`config.mk`:
```
export PLATFORM = sky130hd
export DESIGN_NAME = tag_fault_reporter
export DESIGN_NICKNAME = d
export VERILOG_FILES = /design/src/rtl/tfr_pkg.sv /design/src/rtl/tfr_rst_sync.sv /design/src/rtl/tfr_mode_sel.sv /design/src/rtl/tfr_abort_gen.sv /design/src/rtl/tfr_status_bank.sv /design/src/rtl/tag_fault_reporter.sv
export SDC_FILE = /design/constraint.sdc
export NUM_CORES = 1
export LEC_CHECK = 0
export ABC_AREA = 1
export BUFFER_PORTS_ARGS = -buffer_cell sky130_fd_sc_hd__buf_2
export CAP_MARGIN = 40
export CORE_UTILIZATION = 41
export DETAILED_ROUTE_END_ITERATION = 10
export GPL_ROUTABILITY_DRIVEN = 0
export GPL_TIMING_DRIVEN = 0
export PLACE_DENSITY = 0.8
export SLEW_MARGIN = 10
export SYNTH_ARGS = -nofsm -noshare
export SYNTH_HDL_FRONTEND = slang
export SYNTH_SLANG_ARGS = --single-unit
```
`constraint.sdc`:
```
create_clock -name clk -period 3.3 [get_ports clk]
set_input_delay 0.33 -clock clk [delete_from_list [all_inputs] [get_ports clk]]
set_output_delay 0.33 -clock clk [all_outputs]
set_load 0.1 [all_outputs]
```
`src/rtl/tfr_pkg.sv`:
```
package tfr_pkg;

  typedef enum logic [1:0] {
    CHK_NONE  = 2'd0,
    CHK_SYNC  = 2'd1,
    CHK_ASYNC = 2'd2,
    CHK_RSVD  = 2'd3
  } chk_mode_e;

  localparam int unsigned SEL_PER_LEVEL = 2;
  localparam logic [5:0]  TAG_FSC       = 6'h11;

  typedef struct packed {
    logic       lower;
    logic       wnr;
    logic [5:0] fsc;
  } syndrome_t;

  function automatic syndrome_t make_syndrome(input logic wr, input logic unpriv);
    syndrome_t s;
    s.lower = unpriv;
    s.wnr   = wr;
    s.fsc   = TAG_FSC;
    return s;
  endfunction

endpackage

```
`src/rtl/tfr_rst_sync.sv`:
```
module tfr_rst_sync #(
  parameter int unsigned STAGES = 2
) (
  input  logic clk,
  input  logic rst_n,
  output logic rst_n_sync
);
  logic [STAGES-1:0] chain_q;
  logic [STAGES-1:0] chain_d;

  always_comb begin
    chain_d = {chain_q[STAGES-2:0], 1'b1};
  end

  always_ff @(posedge clk or negedge rst_n) begin
    if (!rst_n) chain_q <= '0;
    else        chain_q <= chain_d;
  end

  assign rst_n_sync = chain_q[STAGES-1];
endmodule

```
`src/rtl/tfr_mode_sel.sv`:
```
module tfr_mode_sel
  import tfr_pkg::*;
#(
  parameter int unsigned CTRL_W     = 64,
  parameter int unsigned UNPRIV_LSB = 38,
  parameter int unsigned PRIV_LSB   = 40
) (
  input  logic [CTRL_W-1:0] ctrl_word,
  input  logic              unpriv,
  output chk_mode_e         mode
);
  logic [1:0] field_user;
  logic [1:0] field_priv;
  logic       unused_ctrl_bits;

  assign field_user = ctrl_word[UNPRIV_LSB +: 2];
  assign field_priv = ctrl_word[PRIV_LSB +: 2];
  assign unused_ctrl_bits = ^ctrl_word;

  always_comb begin
    if (unpriv) mode = chk_mode_e'(field_user);
    else        mode = chk_mode_e'(field_priv);
  end
endmodule

```
`src/rtl/tfr_abort_gen.sv`:
```
module tfr_abort_gen
  import tfr_pkg::*;
#(
  parameter int unsigned ADDR_W = 64
) (
  input  logic              clk,
  input  logic              rst_n,
  input  logic              fire,
  input  logic [ADDR_W-1:0] addr,
  input  logic              wr,
  input  logic              unpriv,
  output logic              req,
  output logic [ADDR_W-1:0] req_addr,
  output syndrome_t         req_syn
);
  logic              req_d;
  logic [ADDR_W-1:0] addr_d;
  syndrome_t         syn_d;
  logic              load_en;

  always_comb begin
    load_en = fire;
    req_d   = fire;
    addr_d  = req_addr;
    syn_d   = req_syn;
    if (load_en) begin
      addr_d = addr;
      syn_d  = make_syndrome(wr, unpriv);
    end
  end

  always_ff @(posedge clk or negedge rst_n) begin
    if (!rst_n) begin
      req      <= 1'b0;
      req_addr <= '0;
      req_syn  <= '0;
    end else begin
      req <= req_d;
      if (load_en) begin
        req_addr <= addr_d;
        req_syn  <= syn_d;
      end
    end
  end
endmodule

```
`src/rtl/tfr_status_bank.sv`:
```
module tfr_status_bank
  import tfr_pkg::*;
#(
  parameter int unsigned NUM_EL = 4,
  localparam int unsigned EL_W  = $clog2(NUM_EL),
  localparam int unsigned SEL_W = $clog2(SEL_PER_LEVEL)
) (
  input  logic                             clk,
  input  logic                             rst_n,
  input  logic                             set_en,
  input  logic [EL_W-1:0]                  set_el,
  input  logic [SEL_W-1:0]                 set_sel,
  input  logic                             clr_en,
  input  logic [EL_W-1:0]                  clr_el,
  output logic [NUM_EL*SEL_PER_LEVEL-1:0]  status
);
  for (genvar g = 0; g < NUM_EL; g++) begin : g_level
    logic [SEL_PER_LEVEL-1:0] bits_q;
    logic [SEL_PER_LEVEL-1:0] bits_d;
    logic                     hit_set;
    logic                     hit_clr;

    assign hit_set = set_en && (set_el == EL_W'(g));
    assign hit_clr = clr_en && (clr_el == EL_W'(g));

    always_comb begin
      bits_d = bits_q;
      if (hit_clr) bits_d = '0;
      if (hit_set) bits_d[set_sel] = 1'b1;
    end

    always_ff @(posedge clk or negedge rst_n) begin
      if (!rst_n)                bits_q <= '0;
      else if (hit_set || hit_clr) bits_q <= bits_d;
    end

    assign status[g*SEL_PER_LEVEL +: SEL_PER_LEVEL] = bits_q;
  end
endmodule

```
`src/rtl/tag_fault_reporter.sv`:
```
module tag_fault_reporter
  import tfr_pkg::*;
#(
  parameter int unsigned ADDR_W     = 64,
  parameter int unsigned CTRL_W     = 64,
  parameter int unsigned NUM_EL     = 4,
  parameter int unsigned UNPRIV_LSB = 38,
  parameter int unsigned PRIV_LSB   = 40,
  parameter int unsigned SEL_BIT    = 55,
  localparam int unsigned EL_W      = $clog2(NUM_EL),
  localparam int unsigned SEL_W     = $clog2(SEL_PER_LEVEL),
  localparam int unsigned STAT_W    = NUM_EL * SEL_PER_LEVEL,
  localparam int unsigned SYN_W     = $bits(syndrome_t)
) (
  input  logic              clk,
  input  logic              rst_n,
  input  logic              evt_valid,
  input  logic [ADDR_W-1:0] evt_addr,
  input  logic              evt_write,
  input  logic              evt_unpriv,
  input  logic [EL_W-1:0]   evt_regime_el,
  input  logic              evt_two_ranges,
  input  logic [CTRL_W-1:0] ctrl_word,
  input  logic              clr_en,
  input  logic [EL_W-1:0]   clr_el,
  output logic              abort_req,
  output logic [ADDR_W-1:0] abort_addr,
  output logic [SYN_W-1:0]  abort_syndrome,
  output logic [STAT_W-1:0] async_status,
  output logic              rsvd_cfg
);
  logic        rst_n_int;
  chk_mode_e   mode;
  logic        fire_sync;
  logic        fire_async;
  logic        fire_rsvd;
  logic [EL_W-1:0]  tgt_el;
  logic [SEL_W-1:0] tgt_sel;
  syndrome_t   syn_q;
  logic        rsvd_d;
  logic        rsvd_q;

  tfr_rst_sync #(.STAGES(2)) u_rst (
    .clk        (clk),
    .rst_n      (rst_n),
    .rst_n_sync (rst_n_int)
  );

  tfr_mode_sel #(
    .CTRL_W     (CTRL_W),
    .UNPRIV_LSB (UNPRIV_LSB),
    .PRIV_LSB   (PRIV_LSB)
  ) u_mode (
    .ctrl_word (ctrl_word),
    .unpriv    (evt_unpriv),
    .mode      (mode)
  );

  always_comb begin
    fire_sync  = evt_valid && (mode == CHK_SYNC);
    fire_async = evt_valid && (mode == CHK_ASYNC);
    fire_rsvd  = evt_valid && (mode == CHK_RSVD);
    tgt_el     = evt_unpriv ? '0 : evt_regime_el;
    tgt_sel    = evt_two_ranges ? SEL_W'(evt_addr[SEL_BIT]) : '0;
  end

  tfr_abort_gen #(.ADDR_W(ADDR_W)) u_abort (
    .clk      (clk),
    .rst_n    (rst_n_int),
    .fire     (fire_sync),
    .addr     (evt_addr),
    .wr       (evt_write),
    .unpriv   (evt_unpriv),
    .req      (abort_req),
    .req_addr (abort_addr),
    .req_syn  (syn_q)
  );

  assign abort_syndrome = syn_q;

  tfr_status_bank #(.NUM_EL(NUM_EL)) u_bank (
    .clk     (clk),
    .rst_n   (rst_n_int),
    .set_en  (fire_async),
    .set_el  (tgt_el),
    .set_sel (tgt_sel),
    .clr_en  (clr_en),
    .clr_el  (clr_el),
    .status  (async_status)
  );

  always_comb begin
    rsvd_d = fire_rsvd;
  end

  always_ff @(posedge clk or negedge rst_n_int) begin
    if (!rst_n_int) rsvd_q <= 1'b0;
    else            rsvd_q <= rsvd_d;
  end

  assign rsvd_cfg = rsvd_q;
endmodule

```
==> results of run 1 <==
[layer usage]
| metal | track usage, % | vias to the layer above | part of all wire [%] |
|---|---|---|---|
| met3 | 3.51 | 8 | 7.0 |
| li1 | - | 1399 | - |
| met5 | 0 | - | 0 |
| met4 | 6.20 | 0 | 1.1 |
| met1 | 23.1 | 1254 | 44 |
| met2 | 29.7 | 107 | 48 |
[final cells by class]
type / count / area (sq um) / share of cell area (%)
multi-input combinational: 249 / 960 / 22.8
sequential: 79 / 1980 / 47.0
tap: 99 / 124 / 2.94
clock buffer: 10 / 128 / 3.03
clock inverter: 6 / 37.5 / 0.891
timing repair buffer: 158 / 811 / 19.2
buffer: 19 / 144 / 3.41
inverter: 8 / 30.0 / 0.713
[state kept, by name, indices dropped and copies added, names as in the netlist]
register,count
u_bank.g_level.bits_q,8
u_abort.req,1
u_abort.req_addr,64
rsvd_cfg,1
u_rst.chain_q,2
u_abort.req_syn,3
[synth_stat cells]
master | number | share of area, %
nand2_1 | 223 | 27
dfrtp_1 | 79 | 64
nand3_1 | 13 | 2.1
buf_4 | 6 | 1.5
buf_6 | 6 | 2.2
inv_1 | 6 | 0.73
nor2_1 | 5 | 0.61
buf_2 | 4 | 0.65
clkbuf_1 | 3 | 0.36
conb_1 | 2 | 0.24
inv_2 | 2 | 0.24
o21ai_0 | 2 | 0.32
nand3_2 | 1 | 0.32
[power breakdown]
group,switching (mW),leakage [nW],internal (mW)
Clock,0.334,0.0781,0.269
Combinational,1.64,1.49,0.256
Sequential,0.103,0.992,1.15
[path summary, 6_finish.rpt]
path | endpoint | slack, ns | depth (start not counted)
min in group asynchronous | u_abort.req_addr[53]$_DFFE_PN0P_ | 0.29 | 0
max reg2reg | u_bank.g_level[0].bits_q[0]$_DFFE_PN0P_ | 2.44 | 1
max | abort_syndrome[4] | 1.75 | 2
max in group asynchronous | u_bank.g_level[0].bits_q[0]$_DFFE_PN0P_ | 2.44 | 1
min | u_abort.req_addr[6]$_DFFE_PN0P_ | 0.18 | 3
min reg2reg | u_abort.req_addr[53]$_DFFE_PN0P_ | 0.29 | 0
[metrics by stage]
step	area, sq um	worst slack (ns)	hold WS [ns]	instances
detailed placement	4040	1.70	0.123	611
finish	4210	1.75	0.183	628
CTS	4210	1.74	0.164	628
floorplan	3110	0.937	0.0344	355
global route	4210	1.72	0.181	628
global placement	4020	0.181	0.115	610
[cell families after synthesis]
family | count (synthesis) | synth area share, %
flops | 79 | 63.8
buf+inv | 27 | 5.61
other cells | 2 | 0.242
simple gates | 242 | 30.0
compound gates | 2 | 0.323
==> impl_metrics.ini, run 1 <==
[status]
status = completed

[power]
vdd_drop_max_mv = 0.400
p_leak_nw = 2.56
power.density_mw_per_mm2 = 892
power.total_mw = 3.76

[place]
portBuffers = 156
hpwl_um = 5300

[setup_path]
critPathKind = flop to output pin
cp.arrival_ns = 1.22
crit_path_end_kind = output pin
cpMaxStageDelayCell = buf_2
crit_chain = buf_4, buf_2
r2r-start = u_rst.chain_q[1]$_DFF_PN0_
cpLargestDelayFamily = buffers and inverters
cp.required_ns = 2.97
crit_start = u_abort.req_syn[0]$_DFFE_PN0P_
cpPeakStageDelay_ns = 0.41
path_max_fanout = 3
path_buf_inv = 2
start_kind = flop

[global_route]
grt_use_total_pct = 17.7
grt_pass1_vias = 2391
overflow = 0
antenna_found_initial = 0
grt_pass1_wl_um = 10600
grt_max_degree = 43

[layout]
n_antenna_cell = 0
fin_nets = 663
layout-drive-gt1-share_pct = 36.3
mostFrequentLayoutCell = nand2_1
nFillCells = 667
final_core_util_pct = 57.8
layout_common_cells = nand2_1 (223), buf_2 (160), dfrtp_1 (78)
area_growth_pct = 36.0

[clock_tree]
clock_path_buffers = 2
clk_pin_slew_ns = 0.08
numCtsBuffers = 9
cts_tree = built
h-tree-depth = 3
cts_setup_buffers = 0
cts.sinks = 79
ctsRootBufferMaster = clkbuf_8
ctsHoldBuffers = 1
clk_latency_ns = 0.33
ctsResizeCount = 0

[detailed_routing]
drt_iter0_drc = 149
ant_nets = 0
first_pass_iters = 4
wl_per_cell_um = 11.3
drc = 0
vias = 2768
drt-total-wl_um = 7070
routed_via_density = 4.41

[synth]
synth.distinct_cells = 13
synthCells = 352
synth-seq-cells = 79
synth_seq_area_share_pct = 63.8
syn_avg_cell_area_sq_um = 8.80
yosysWarnings = 0
netlist_area_sq_mm = 0.00310

[timing]
max_freq_ghz = 0.647
worst_pin_slew_ns = 0.511
final.min_clock_period_ns = 1.55
setup_viol = 0
period_share_pct = 46.8
tns_ns = 0
maxSlewHeadroom_pct = 66.2
maxSlewViolCount = 0
rsz0062_at_grt = no
final.setup_skew_ns = 0.00665
hold_violations = 0

[job]
cap_viol_max_count = 0

[floorplan]
rows = 31
start_util_pct = 42.5
core_area_sq_mm = 0.00729
die_area_sq_mm = 0.00791
ios = 221
die_w_um = 88.9
fp.dieH_um = 88.9

[worst_hold_path]
hp-class = input pin to flop
hp-start = evt_addr[6]
Note: power is estimated with default switching activity, not from simulation.
==> run 2: changes to the inputs <==
--- a/config.mk
+++ b/config.mk
@@ -8,11 +8,11 @@
 export ABC_AREA = 1
 export BUFFER_PORTS_ARGS = -buffer_cell sky130_fd_sc_hd__buf_2
 export CAP_MARGIN = 40
-export CORE_UTILIZATION = 41
+export CORE_UTILIZATION = 37
 export DETAILED_ROUTE_END_ITERATION = 10
 export GPL_ROUTABILITY_DRIVEN = 0
 export GPL_TIMING_DRIVEN = 0
-export PLACE_DENSITY = 0.8
+export PLACE_DENSITY = 0.77
 export SLEW_MARGIN = 10
 export SYNTH_ARGS = -nofsm -noshare
 export SYNTH_HDL_FRONTEND = slang
==> constraint.sdc (replaced) <==
create_clock -name clk -period 1.3 [get_ports clk]
set_input_delay 0.13 -clock clk [delete_from_list [all_inputs] [get_ports clk]]
set_output_delay 0.13 -clock clk [all_outputs]
set_load 0.1 [all_outputs]
==> impl_metrics.ini, run 2 (synthesis results as in run 1) <==
[timing]
hold_violations = 0
setup_viol = 0
rsz0062_at_grt = no
final.setup_skew_ns = 0.00800
period_share_pct = 97.4
worst_pin_slew_ns = 0.507
maxSlewViolCount = 0
max_freq_ghz = 0.790
layout_setup_ws_ns = 0.0341
final.min_clock_period_ns = 1.27
maxSlewHeadroom_pct = 66.2

[floorplan]
die_w_um = 93.5
fp.dieH_um = 93.5
die_area_sq_mm = 0.00875
core_area_sq_mm = 0.00818
rows = 33
start_util_pct = 37.9
ios = 221

[job]
cap_viol_max_count = 0

[layout]
largest_reg_flops = 64
fin_cells = 699
mostFrequentLayoutCell = nand2_1
top_register = u_abort.req_addr
area_growth_pct = 60.8
reg_top3 = u_abort.req_addr (64), u_bank.g_level.bits_q (8), u_abort.req_syn (3)
nFillCells = 664
n_antenna_cell = 0
fin_nets = 728
layout_common_cells = nand2_1 (223), buf_2 (130), dfrtp_1 (77)
layout-drive-gt1-share_pct = 32.5

[status]
status = completed

[clock_tree]
numCtsBuffers = 9
clk_latency_ns = 0.34
clk_pin_slew_ns = 0.08
cts_setup_buffers = 0
clock_path_buffers = 2
cts_tree = built
ctsRootBufferMaster = clkbuf_8
h-tree-depth = 3
cts.sinks = 79

[global_route]
antenna_found_initial = 0
grt_pass1_wl_um = 13600
grt_pass1_vias = 3104
grt_max_degree = 40
grt_use_total_pct = 20.4
overflow = 0

[setup_path]
cpMaxStageDelayCell = buf_2
cp.required_ns = 1.17
path_buf_inv = 1
start_kind = flop
cp.arrival_ns = 1.14
cpPeakStageDelay_ns = 0.43
path_max_fanout = 2
crit_chain = buf_2
cpLargestDelayFamily = buffers and inverters
critPathKind = flop to output pin
crit_path_end_kind = output pin

[place]
portBuffers = 156
dp.cells = 617
hpwl_um = 5470
place_ws_ns = -0.122

[power]
p_leak_nw = 2.85
power.density_mw_per_mm2 = 2030
vdd_drop_max_mv = 1.25

[detailed_routing]
vias = 3122
wl_per_cell_um = 12.5
ant_nets = 0
routed_via_density = 4.47
first_pass_iters = 4
drt_iter0_drc = 85
drt-total-wl_um = 8770
drc = 0

[worst_hold_path]
hp-class = input pin to flop
run 2: changes by cell type in the layout (fill, tap and decap cells not counted), sizes merged:
cell         delta
buf            -28
bufinv          +1
clkinv          -2
dlygate4sd3    +65
clkbuf         +29
run 2: worst min-delay path, stage by stage:
cell and delay, ns:
buf_2 0.12, nand2_1 0.06, nor2_1 0.04
run 2: power by group:
group,internal [mW],switching (mW)
Sequential,2.93,0.281
Combinational,0.862,4.23
Clock,0.936,0.862
run 2: final timing paths:
path / start / slack (ns) / cells after the start / endpoint
setup / recovery: u_abort.req_addr[54]$_DFFE_PN0P_ / 0.03 / 1 / abort_addr[54]
hold / removal: evt_valid / 0.05 / 3 / rsvd_cfg$_DFF_PN0_
setup reg to reg: u_rst.chain_q[1]$_DFF_PN0_ / 0.40 / 1 / u_abort.req_syn[0]$_DFFE_PN0P_
hold reg to reg: u_rst.chain_q[1]$_DFF_PN0_ / 0.30 / 0 / u_abort.req_addr[49]$_DFFE_PN0P_
max in group asynchronous: u_rst.chain_q[1]$_DFF_PN0_ / 0.40 / 1 / u_abort.req_syn[0]$_DFFE_PN0P_
min in group asynchronous: rst_n / 0.09 / 2 / u_rst.chain_q[1]$_DFF_PN0_
run 2: layout make-up:
| class | instances | area (sq um) | share of cell area, % |
|---|---|---|---|
| sequential | 79 | 1980 | 39.8 |
| timing repair buffer | 223 | 1540 | 30.8 |
| multi-input combinational | 249 | 960 | 19.3 |
| buffer | 19 | 144 | 2.89 |
| clock buffer | 11 | 141 | 2.84 |
| tap | 105 | 131 | 2.64 |
| clock inverter | 5 | 57.6 | 1.16 |
| inverter | 8 | 30.0 | 0.603 |
run 2: timing repair:
action | CTS | global route
hold buffers | 66 | 0
setup endpoints to repair | 2 | 28
gates resized for setup | 2 | 28
hold endpoints to repair | 67 | 0
run 2: metal layers:
layer / global-route usage (%) / vias to the layer above / wire length, um
li1: - / 1526 / -
met1: 22.7 / 1466 / 3460
met2: 37.3 / 107 / 4670
met3: 4.23 / 23 / 413
met4: 8.85 / 0 / 215
met5: 0 / - / 0
run 2: stage by stage:
step / instance area [sq um] / TNS, ns / hold WS [ns] / util (%) / total power [mW]
2_1_floorplan: 3120 / 0 / -0.166 / - / 7.25
5_1_grt: 4980 / 0 / 0.0705 / 60.9 / 10.5
4_1_cts: 4910 / 0 / 0.0295 / 60.1 / 10.1
6_report: 4980 / 0 / 0.0518 / 60.9 / 10.1
3_5_place_dp: 4050 / -4.11 / -0.0826 / 49.5 / 8.08
3_3_place_gp: 4030 / -2.34 / -0.0837 / 49.3 / 8.01
